## src/rtl/gpio_pkg.sv

```systemverilog
package gpio_pkg;

    typedef enum logic [1:0] {
        MODE_OD_RISE  = 2'b00,
        MODE_OD_FALL  = 2'b01,
        MODE_PULLUP   = 2'b10,
        MODE_PUSHPULL = 2'b11
    } port_mode_e;

    function automatic int data_addr(input int port);
        return 1 + port;
    endfunction

    function automatic int mask_addr(input int nport, input int port);
        return 1 + nport + port;
    endfunction

    function automatic int clr_addr(input int nport);
        return 1 + 2 * nport;
    endfunction

endpackage

```

## src/rtl/gpio_bus_regs.sv

```systemverilog
module gpio_bus_regs
    import gpio_pkg::*;
#(
    parameter int NPORT = 4,
    parameter int PW    = 8,
    parameter int AW    = 4
) (
    input  logic                  clk,
    input  logic                  rst_n,
    input  logic                  bus_wr,
    input  logic [AW-1:0]         bus_addr,
    input  logic [PW-1:0]         bus_wdata,
    input  logic [NPORT*PW-1:0]   pin_lvl,
    output logic [2*NPORT-1:0]    cfg_q,
    output logic [NPORT*PW-1:0]   dat_q,
    output logic [NPORT*PW-1:0]   msk_q,
    output logic                  clr_pulse,
    output logic [PW-1:0]         bus_rdata
);
    localparam int CW = 2 * NPORT;

    always_ff @(posedge clk or negedge rst_n) begin
        if (!rst_n) begin
            cfg_q <= '0;
            dat_q <= '1;
            msk_q <= '0;
        end else if (bus_wr) begin
            if (bus_addr == AW'(0))
                cfg_q <= bus_wdata[CW-1:0];
            for (int p = 0; p < NPORT; p++) begin
                if (bus_addr == AW'(data_addr(p)))
                    dat_q[p*PW +: PW] <= bus_wdata;
                if (bus_addr == AW'(mask_addr(NPORT, p)))
                    msk_q[p*PW +: PW] <= bus_wdata;
            end
        end
    end

    assign clr_pulse = bus_wr && (bus_addr == AW'(clr_addr(NPORT)));

    always_comb begin
        bus_rdata = '0;
        if (bus_addr == AW'(0))
            bus_rdata = PW'(cfg_q);
        for (int p = 0; p < NPORT; p++) begin
            if (bus_addr == AW'(data_addr(p)))
                bus_rdata = pin_lvl[p*PW +: PW];
            if (bus_addr == AW'(mask_addr(NPORT, p)))
                bus_rdata = msk_q[p*PW +: PW];
        end
    end

endmodule

```

## src/rtl/gpio_pad_drive.sv

```systemverilog
module gpio_pad_drive
    import gpio_pkg::*;
#(
    parameter int PW = 8
) (
    input  port_mode_e     mode,
    input  logic [PW-1:0]  dat,
    input  logic [PW-1:0]  msk,
    output logic [PW-1:0]  drv_en,
    output logic [PW-1:0]  drv_val,
    output logic [PW-1:0]  pu_en
);
    always_comb begin
        unique case (mode)
            MODE_PUSHPULL: begin
                drv_en  = ~msk | ~dat;
                drv_val = ~msk & dat;
                pu_en   = '0;
            end
            MODE_PULLUP: begin
                drv_en  = ~dat;
                drv_val = '0;
                pu_en   = dat;
            end
            MODE_OD_RISE, MODE_OD_FALL: begin
                drv_en  = ~dat;
                drv_val = '0;
                pu_en   = '0;
            end
            default: begin
                drv_en  = '0;
                drv_val = '0;
                pu_en   = '0;
            end
        endcase
    end

endmodule

```

## src/rtl/gpio_edge_unit.sv

```systemverilog
module gpio_edge_unit
    import gpio_pkg::*;
#(
    parameter int PW = 8
) (
    input  logic           clk,
    input  logic           rst_n,
    input  logic [PW-1:0]  pad,
    input  port_mode_e     mode,
    input  logic [PW-1:0]  msk,
    input  logic           clr,
    output logic [PW-1:0]  lvl,
    output logic [PW-1:0]  pend
);
    logic [PW-1:0] sync_a;
    logic [PW-1:0] sync_b;
    logic [PW-1:0] last_q;
    logic [PW-1:0] armed;
    logic [PW-1:0] hit;

    always_comb begin
        armed = (mode == MODE_PUSHPULL) ? '0 : msk;
        unique case (mode)
            MODE_OD_RISE: hit = armed & sync_b & ~last_q;
            default:      hit = armed & ~sync_b & last_q;
        endcase
    end

    always_ff @(posedge clk or negedge rst_n) begin
        if (!rst_n) begin
            sync_a <= '0;
            sync_b <= '0;
            last_q <= '0;
            pend   <= '0;
        end else begin
            sync_a <= pad;
            sync_b <= sync_a;
            last_q <= sync_b;
            pend   <= (clr ? '0 : pend) | hit;
        end
    end

    assign lvl = sync_b;

endmodule

```

## src/rtl/gpio_port_ctrl.sv

```systemverilog
module gpio_port_ctrl
    import gpio_pkg::*;
#(
    parameter int NPORT = 4,
    parameter int PW    = 8,
    parameter int AW    = 4
) (
    input  logic                 clk,
    input  logic                 rst_n,
    input  logic                 bus_wr,
    input  logic [AW-1:0]        bus_addr,
    input  logic [PW-1:0]        bus_wdata,
    output logic [PW-1:0]        bus_rdata,
    input  logic [NPORT*PW-1:0]  pad_in,
    output logic [NPORT*PW-1:0]  pad_drv_en,
    output logic [NPORT*PW-1:0]  pad_drv_val,
    output logic [NPORT*PW-1:0]  pad_pu_en,
    output logic                 irq
);
    localparam int NPIN = NPORT * PW;
    localparam int CW   = 2 * NPORT;

    logic [CW-1:0]   cfg_q;
    logic [NPIN-1:0] dat_q;
    logic [NPIN-1:0] msk_q;
    logic [NPIN-1:0] pin_lvl;
    logic [NPIN-1:0] pend;
    logic            clr_pulse;

    gpio_bus_regs #(.NPORT(NPORT), .PW(PW), .AW(AW)) u_regs (
        .clk       (clk),
        .rst_n     (rst_n),
        .bus_wr    (bus_wr),
        .bus_addr  (bus_addr),
        .bus_wdata (bus_wdata),
        .pin_lvl   (pin_lvl),
        .cfg_q     (cfg_q),
        .dat_q     (dat_q),
        .msk_q     (msk_q),
        .clr_pulse (clr_pulse),
        .bus_rdata (bus_rdata)
    );

    for (genvar p = 0; p < NPORT; p++) begin : g_port
        port_mode_e mode;
        assign mode = port_mode_e'(cfg_q[2*p +: 2]);

        gpio_pad_drive #(.PW(PW)) u_drive (
            .mode    (mode),
            .dat     (dat_q[p*PW +: PW]),
            .msk     (msk_q[p*PW +: PW]),
            .drv_en  (pad_drv_en[p*PW +: PW]),
            .drv_val (pad_drv_val[p*PW +: PW]),
            .pu_en   (pad_pu_en[p*PW +: PW])
        );

        gpio_edge_unit #(.PW(PW)) u_edge (
            .clk   (clk),
            .rst_n (rst_n),
            .pad   (pad_in[p*PW +: PW]),
            .mode  (mode),
            .msk   (msk_q[p*PW +: PW]),
            .clr   (clr_pulse),
            .lvl   (pin_lvl[p*PW +: PW]),
            .pend  (pend[p*PW +: PW])
        );
    end

    assign irq = |pend;

endmodule

```

## config.mk

```make
export PLATFORM = sky130hd
export DESIGN_NAME = gpio_port_ctrl
export DESIGN_NICKNAME = d
export VERILOG_FILES = /design/src/rtl/gpio_pkg.sv /design/src/rtl/gpio_bus_regs.sv /design/src/rtl/gpio_pad_drive.sv /design/src/rtl/gpio_edge_unit.sv /design/src/rtl/gpio_port_ctrl.sv
export SDC_FILE = /design/constraint.sdc
export NUM_CORES = 1
export LEC_CHECK = 0
export BUFFER_PORTS_ARGS = -buffer_cell sky130_fd_sc_hd__clkbuf_2
export CAP_MARGIN = 0
export CELL_PAD_IN_SITES_DETAIL_PLACEMENT = 1
export CELL_PAD_IN_SITES_GLOBAL_PLACEMENT = 1
export CORE_MARGIN = 2
export CORE_UTILIZATION = 48
export CTS_CLUSTER_DIAMETER = 60
export DETAILED_ROUTE_END_ITERATION = 10
export PLACE_DENSITY = 0.85
export SLEW_MARGIN = 5
export SYNTH_ARGS = -nofsm -noshare
export SYNTH_HDL_FRONTEND = slang
export SYNTH_SLANG_ARGS = --single-unit
```

## constraint.sdc

```tcl
create_clock -name clk -period 2.1 [get_ports clk]
set_input_delay 0 -clock clk [delete_from_list [all_inputs] [get_ports clk]]
set_output_delay 0 -clock clk [all_outputs]
set_load 0.01 [all_outputs]
```

==> results.py, run 1 <==
metrics = {
    "route": {
        "viasPerCell": 6.03,
        "vias": 6999,
        "drt_iter0_drc": 494,
        "detail-route-antenna-nets": 0,
        "wl_per_cell_um": 23.5,
        "drcViolationCount": 0,
        "wl_um": 27300,
        "dr.pass1.iters": 5,
    },
    "sta": {
        "period_share_pct": 101,
        "worst_pin_slew_ns": 0.519,
        "slew_violations": 0,
        "clock_skew_ns": 0.0117,
        "setup_ws_ns": -0.0192,
        "relSlewSlack_pct": 65.1,
        "fin_crit_ns": 2.12,
        "finalHoldViolCount": 0,
        "rsz0062_at_grt": "false",
        "max_clock_freq_ghz": 0.472,
        "finalSetupViolations": 1,
    },
    "placement": {
        "dp_hpwl_um": 18300,
        "port_buffers": 151,
        "numPlacedInstances": 1095,
        "gp_congestion": 0.906,
        "pre_cts_ws_ns": 0.295,
    },
    "clock_network": {
        "insertion_delay_ns": 0.46,
        "cts.sinks": 200,
        "post_cts_buffers": 0,
        "clk_pin_slew_worst_paths_ns": 0.07,
        "cts_tree": "yes",
        "cts_max_level": 4,
        "clk_path_buf_depth": 2,
        "numCtsBuffers": 17,
        "ctsRootBufferMaster": "clkbuf_16",
    },
    "worst_setup_path": {
        "path_cells": "nor4_1 -> nand4_1 -> or2_2 -> clkbuf_2",
        "slowest_stage": "nor4_1",
        "cp_max_fo": 2,
        "worst_r2r_path_depth": 5,
        "path_depth": 4,
        "required_ns": 2.10,
        "arrival_ns": 2.12,
        "crit_type": "reg2out",
        "start_kind": "flop",
        "crit_family": "simple AND/OR/NAND/NOR gates",
        "cp_num_buf_inv": 1,
        "slowest_delay_ns": 0.50,
        "critical_path.endpoint_type": "output pin",
    },
    "power_and_ir_drop": {
        "p_per_area_nw_per_um2": 1040,
        "vdd_drop_max_uv": 662,
        "p_leak_uw": 0.00461,
    },
    "layout": {
        "layout.cells.non_filler": 1160,
        "final_cell_mix": "164 x dfrtp_1, 150 x clkbuf_2, 77 x mux2_2, 57 x nor3b_1, 56 x o21ai_0",
        "diodes": 0,
        "fillCellCount": 1883,
        "areaGrowthSynthToFinish_pct": 22.7,
        "fin_nets": 965,
        "layout_commonest_cell": "dfrtp_1",
        "drive_gt1_share_pct": 36.5,
    },
    "logic_synthesis": {
        "synth_xor_area_share_pct": 0,
        "synth-compound-area-share_pct": 13.7,
        "ys_seq_area_share_pct": 57.4,
        "yosys_warnings": 0,
        "synth-adder-area-share_pct": 0,
        "synthFlopType": "dfrtp_1",
        "synth_top_area_share_pct": 47.9,
        "syn_avg_cell_area_um2": 12.0,
        "synth_mux_area_share_pct": 10.3,
        "ys_ff_latch": 200,
        "synth_edf_count": 0,
        "synth_area_leader_cell": "dfrtp_1",
        "synthCells": 732,
        "synth_nets": 779,
        "synth-simple-area-share_pct": 16.3,
        "synth_cell_type_count": 56,
        "netlist_area_um2": 8780,
        "yosys-top-cells-area": "dfrtp_1 48%, mux2_2 9.9%, dfstp_2 9.6%",
        "synth_top_family_by_area": "simple AND/OR/NAND/NOR gates",
        "synth_async_sr_flop_share_pct": 100,
    },
    "floorplan": {
        "die_w_um": 139,
        "rows": 49,
        "die_area_um2": 19400,
        "die_h_um": 139,
        "num_io_pins": 152,
        "initial_core_util_pct": 48.9,
        "core_area_um2": 18000,
    },
    "global_routing": {
        "grt_pass1_wl_um": 42600,
        "grt_max_degree": 72,
        "overflow": 0,
        "track_usage_pct": 28.8,
        "grt_pass1_vias": 7232,
        "grt_antenna_before_repair": 0,
    },
    "min_path": {
        "min_path_type": "in2async",
    },
    "run_status": {
        "status": "complete, but fails checks",
        "violations": "setup timing",
    },
    "job": {
        "maxCapViolCount": 0,
    },
}
-- metal layers --
layer,track usage (%),up-vias,wire length [um]
li1,-,3045,-
met1,38.3,3629,11400
met2,47.1,263,13500
met3,5.68,62,1520
met4,11.1,0,858
met5,0,-,0
-- registers in the layout, indices dropped and copies added (netlist names) --
register and flops:
u_regs.cfg_q 8, g_port.u_edge.sync_a 32, g_port.u_edge.last_q 32, u_regs.msk_q 32, g_port.u_edge.pend 32, u_regs.dat_q 32
g_port.u_edge.lvl 32
-- power breakdown --
group	switching [uW]	internal, uW
registers	843	4670
logic	1190	1160
clock network	1530	1770
-- per-stage QoR --
step                total power (uW)  TNS (ns)  utilization [%]  instance area [um^2]  hold slack [ns]
finish                         11200   -0.0192             60.0                 10800           0.0656
floorplan                       6640         0                -                  8780           -0.296
global placement                7620         0             54.8                  9840          -0.0214
global route                   11700         0             60.0                 10800           0.0597
detailed placement              7780         0             54.8                  9840          -0.0178
CTS                            11100         0             59.9                 10800           0.0459
-- final timing paths --
kind                                       startpoint                          to  slack [ns]
setup / recovery             g_port[3].u_edge.pend[5]                         irq       -0.02
hold / removal                                  rst_n  g_port[1].u_edge.sync_a[3]        0.07
setup reg to reg                      u_regs.cfg_q[3]    g_port[1].u_edge.pend[6]        0.55
hold reg to reg            g_port[0].u_edge.sync_a[1]     g_port[0].u_edge.lvl[1]        0.35
max in group asynchronous                       rst_n             u_regs.dat_q[2]        1.27
min in group clk                         bus_wdata[6]             u_regs.dat_q[6]        0.07
-- cells in the mapped netlist, types with 2 or more instances --
| cell | number |
|---|---|
| and3_1 | 3 |
| a221o_1 | 2 |
| o32ai_1 | 4 |
| o2bb2ai_1 | 14 |
| nand2_1 | 32 |
| dfrtp_1 | 168 |
| and2_1 | 33 |
| a2bb2oi_1 | 2 |
| o22ai_1 | 5 |
| nand2_2 | 4 |
| buf_4 | 2 |
| and3b_1 | 4 |
| clkbuf_1 | 15 |
| nand3_1 | 2 |
| a31o_2 | 2 |
| nor2_2 | 3 |
| mux2_2 | 77 |
| inv_1 | 5 |
| o32a_1 | 2 |
| mux2i_1 | 4 |
| a222oi_1 | 2 |
| buf_1 | 3 |
| nand3b_1 | 5 |
| nor2_1 | 15 |
| nand4_1 | 2 |
| o21ai_0 | 56 |
| nor3b_1 | 57 |
| nand2b_1 | 7 |
| dfstp_2 | 32 |
| buf_2 | 16 |
| nor2b_1 | 37 |
| a22o_1 | 31 |
| or3b_2 | 3 |
| a21oi_1 | 37 |
| nor3_1 | 6 |
| a22oi_1 | 12 |
| nor4_1 | 8 |
| nor2_4 | 2 |
-- cell families after synthesis --
| family | count (synthesis) |
|---|---|
| muxes | 81 |
| DFF | 200 |
| AOI/OAI and AO/OA | 179 |
| and+or+nand+nor | 230 |
| buffers and inverters | 42 |
-- repair_timing --
action	4_1_cts	5_1_grt
gates resized for setup	5	6
endpoints found under the hold margin	207	0
pin swaps	0	0
setup endpoints to repair	51	12
gates cloned	0	0
hold buffers	33	0
-- layout make-up --
class | count | area [um^2] | area share, %
Clock buffer | 19 | 433 | 4.02
Tap cell | 229 | 287 | 2.66
Inverter | 5 | 18.8 | 0.174
Timing Repair Buffer | 204 | 1270 | 11.8
Multi-Input combinational cell | 490 | 3570 | 33.1
Clock inverter | 13 | 145 | 1.35
Sequential cell | 200 | 5050 | 46.9
(Power assumes the default switching activity.)
==> run 2: changes to the inputs <==
--- a/config.mk
+++ b/config.mk
@@ -14,6 +14,7 @@
 export CTS_CLUSTER_DIAMETER = 60
 export DETAILED_ROUTE_END_ITERATION = 10
 export PLACE_DENSITY = 0.85
+export SETUP_SLACK_MARGIN = 0.1
 export SLEW_MARGIN = 5
 export SYNTH_ARGS = -nofsm -noshare
 export SYNTH_HDL_FRONTEND = slang
==> run 2 against run 1 <==
Compared with the run above:
- the flow now finishes without violations
- via count hardly changed
- clock skew is 0.0042 ns lower
- power is 0.47% higher
- cell count is 0.26% higher
- register-to-register slack better by 0.03 ns
- first-iteration DRC count is 2.0% higher
- sequential share of layout area is 0.23 points lower
- utilization is 0.33 points higher
- critical path type unchanged
- critical endpoint unchanged
- largest power group unchanged
- highest routed layer unchanged
==> results.py, run 2 (synthesis gave the netlist of run 1 again) <==
metrics = {
    "run_status": {
        "status": "finished clean",
    },
    "route": {
        "drt_iter0_drc": 504,
        "detail-route-antenna-nets": 0,
        "wl_um": 27400,
        "vias": 6997,
        "wl_per_cell_um": 23.6,
        "dr.pass1.iters": 6,
        "drcViolationCount": 0,
        "viasPerCell": 6.02,
    },
    "power_and_ir_drop": {
        "vdd_drop_max_uv": 665,
        "power.net_switching_uw": 3590,
        "p_comb_share_pct": 21.4,
        "sw_frac_of_total_pct": 32.0,
        "p_per_area_nw_per_um2": 1030,
        "p_leak_uw": 0.00462,
        "pwr-share-clk_pct": 29.4,
        "p_seq_share_pct": 49.2,
        "internal_power_uw": 7630,
    },
    "floorplan": {
        "die_h_um": 139,
        "initial_core_util_pct": 48.9,
        "core_area_um2": 18000,
        "rows": 49,
        "die_w_um": 139,
        "die_area_um2": 19400,
        "num_io_pins": 152,
    },
    "clock_network": {
        "clk_path_buf_depth": 2,
        "ctsRootBufferMaster": "clkbuf_16",
        "cts_max_level": 4,
        "clk_pin_slew_worst_paths_ns": 0.07,
        "numCtsBuffers": 17,
        "insertion_delay_ns": 0.45,
        "cts_tree": "yes",
        "cts.sinks": 200,
    },
    "sta": {
        "fin_crit_ns": 1.94,
        "slew_violations": 0,
        "finalSetupViolations": 0,
        "finalHoldViolCount": 0,
        "setup_ws_ns": 0.164,
        "clock_skew_ns": 0.00749,
        "max_clock_freq_ghz": 0.517,
        "worst_pin_slew_ns": 0.472,
        "tns_ns": 0,
        "rsz0062_at_grt": "false",
        "period_share_pct": 92.2,
        "relSlewSlack_pct": 68.5,
    },
    "worst_setup_path": {
        "slowest_stage": "dfrtp_1",
        "critical_path.endpoint_type": "output pin",
        "required_ns": 2.10,
        "path_cells": "nor4_2 -> nand4_1 -> or2_2 -> clkbuf_2",
        "slowest_delay_ns": 0.39,
        "arrival_ns": 1.94,
        "cp_max_fo": 2,
        "crit_type": "reg2out",
        "start_kind": "flop",
    },
    "layout": {
        "fin_nets": 968,
        "areaGrowthSynthToFinish_pct": 23.4,
        "fillCellCount": 1889,
        "layout_commonest_cell": "dfrtp_1",
        "diodes": 0,
        "final_cell_mix": "161 x dfrtp_1, 150 x clkbuf_2, 77 x mux2_2, 57 x nor3b_1, 56 x o21ai_0",
        "drive_gt1_share_pct": 37.8,
    },
    "global_routing": {
        "grt_antenna_before_repair": 0,
        "overflow": 0,
        "grt_max_degree": 72,
        "grt_pass1_vias": 7252,
        "grt_pass1_wl_um": 42700,
        "track_usage_pct": 28.7,
    },
    "placement": {
        "pre_cts_ws_ns": 0.295,
        "port_buffers": 151,
        "dp_hpwl_um": 18300,
        "gp_congestion": 0.906,
    },
    "job": {
        "maxCapViolCount": 0,
    },
    "min_path": {
        "min_path_type": "in2async",
    },
}
==> run 2: worst max-delay path, delay by kind of cell (launching register included) <==
family        cells  cell delay (ns)
simple gates      3             0.97
flops             1             0.39
buf+inv           1             0.13
==> run 2: final cells by class <==
cell class / instances / area, um^2 / area share [%]
Clock inverter: 13 / 145 / 1.34
Tap cell: 229 / 287 / 2.64
Timing Repair Buffer: 207 / 1290 / 11.9
Inverter: 5 / 18.8 / 0.173
Sequential cell: 200 / 5060 / 46.7
Multi-Input combinational cell: 490 / 3610 / 33.3
Clock buffer: 19 / 433 / 3.99
==> run 2: what timing repair did <==
action / 4_1_cts / 5_1_grt
setup buffers: 0 / 3
hold buffers: 33 / 0
resized for setup: 13 / 8
hold endpoints to repair: 207 / 0
setup endpoints to repair: 68 / 31
==> run 2: per-layer routing <==
layer	GRT usage, %	vias up	share of wire (%)
li1	-	3049	-
met1	38.1	3619	42
met2	47.8	276	50
met3	4.71	53	5.9
met4	11.1	0	2.9
met5	0	-	0
==> run 2: power groups by stage <==
stage	registers (uW)	logic (uW)	clock network, uW
after floorplan	5110	1540	0
after global placement	5460	2160	0
after detailed placement	5520	2260	0
after CTS	5500	2340	3330
after global routing	5600	2600	3500
final	5520	2400	3300
==> run 2: metrics by stage <==
step           instances  instance area [um^2]  utilization (%)  total power [uW]  hold slack, ns
4_1_cts             1160                 10800             60.1             11200          0.0459
3_5_place_dp        1095                  9840             54.8              7780         -0.0178
6_report            1163                 10800             60.3             11200          0.0720
2_1_floorplan        732                  8780                -              6640          -0.296
3_3_place_gp        1095                  9840             54.8              7620         -0.0214
5_1_grt             1163                 10800             60.3             11700          0.0646
==> run 2: path summary, 6_finish.rpt <==
path | start | cells after the start | endpoint | slack, ns
setup / recovery | g_port[2].u_edge.pend[5] | 4 | irq | 0.16
hold / removal | rst_n | 2 | g_port[1].u_edge.sync_a[3] | 0.07
setup reg to reg | u_regs.cfg_q[4] | 5 | g_port[2].u_edge.pend[4] | 0.58
hold reg to reg | g_port[0].u_edge.sync_a[1] | 0 | g_port[0].u_edge.lvl[1] | 0.35
max in group asynchronous | rst_n | 3 | u_regs.dat_q[2] | 1.25
min in group clk | bus_wdata[6] | 2 | u_regs.dat_q[6] | 0.09
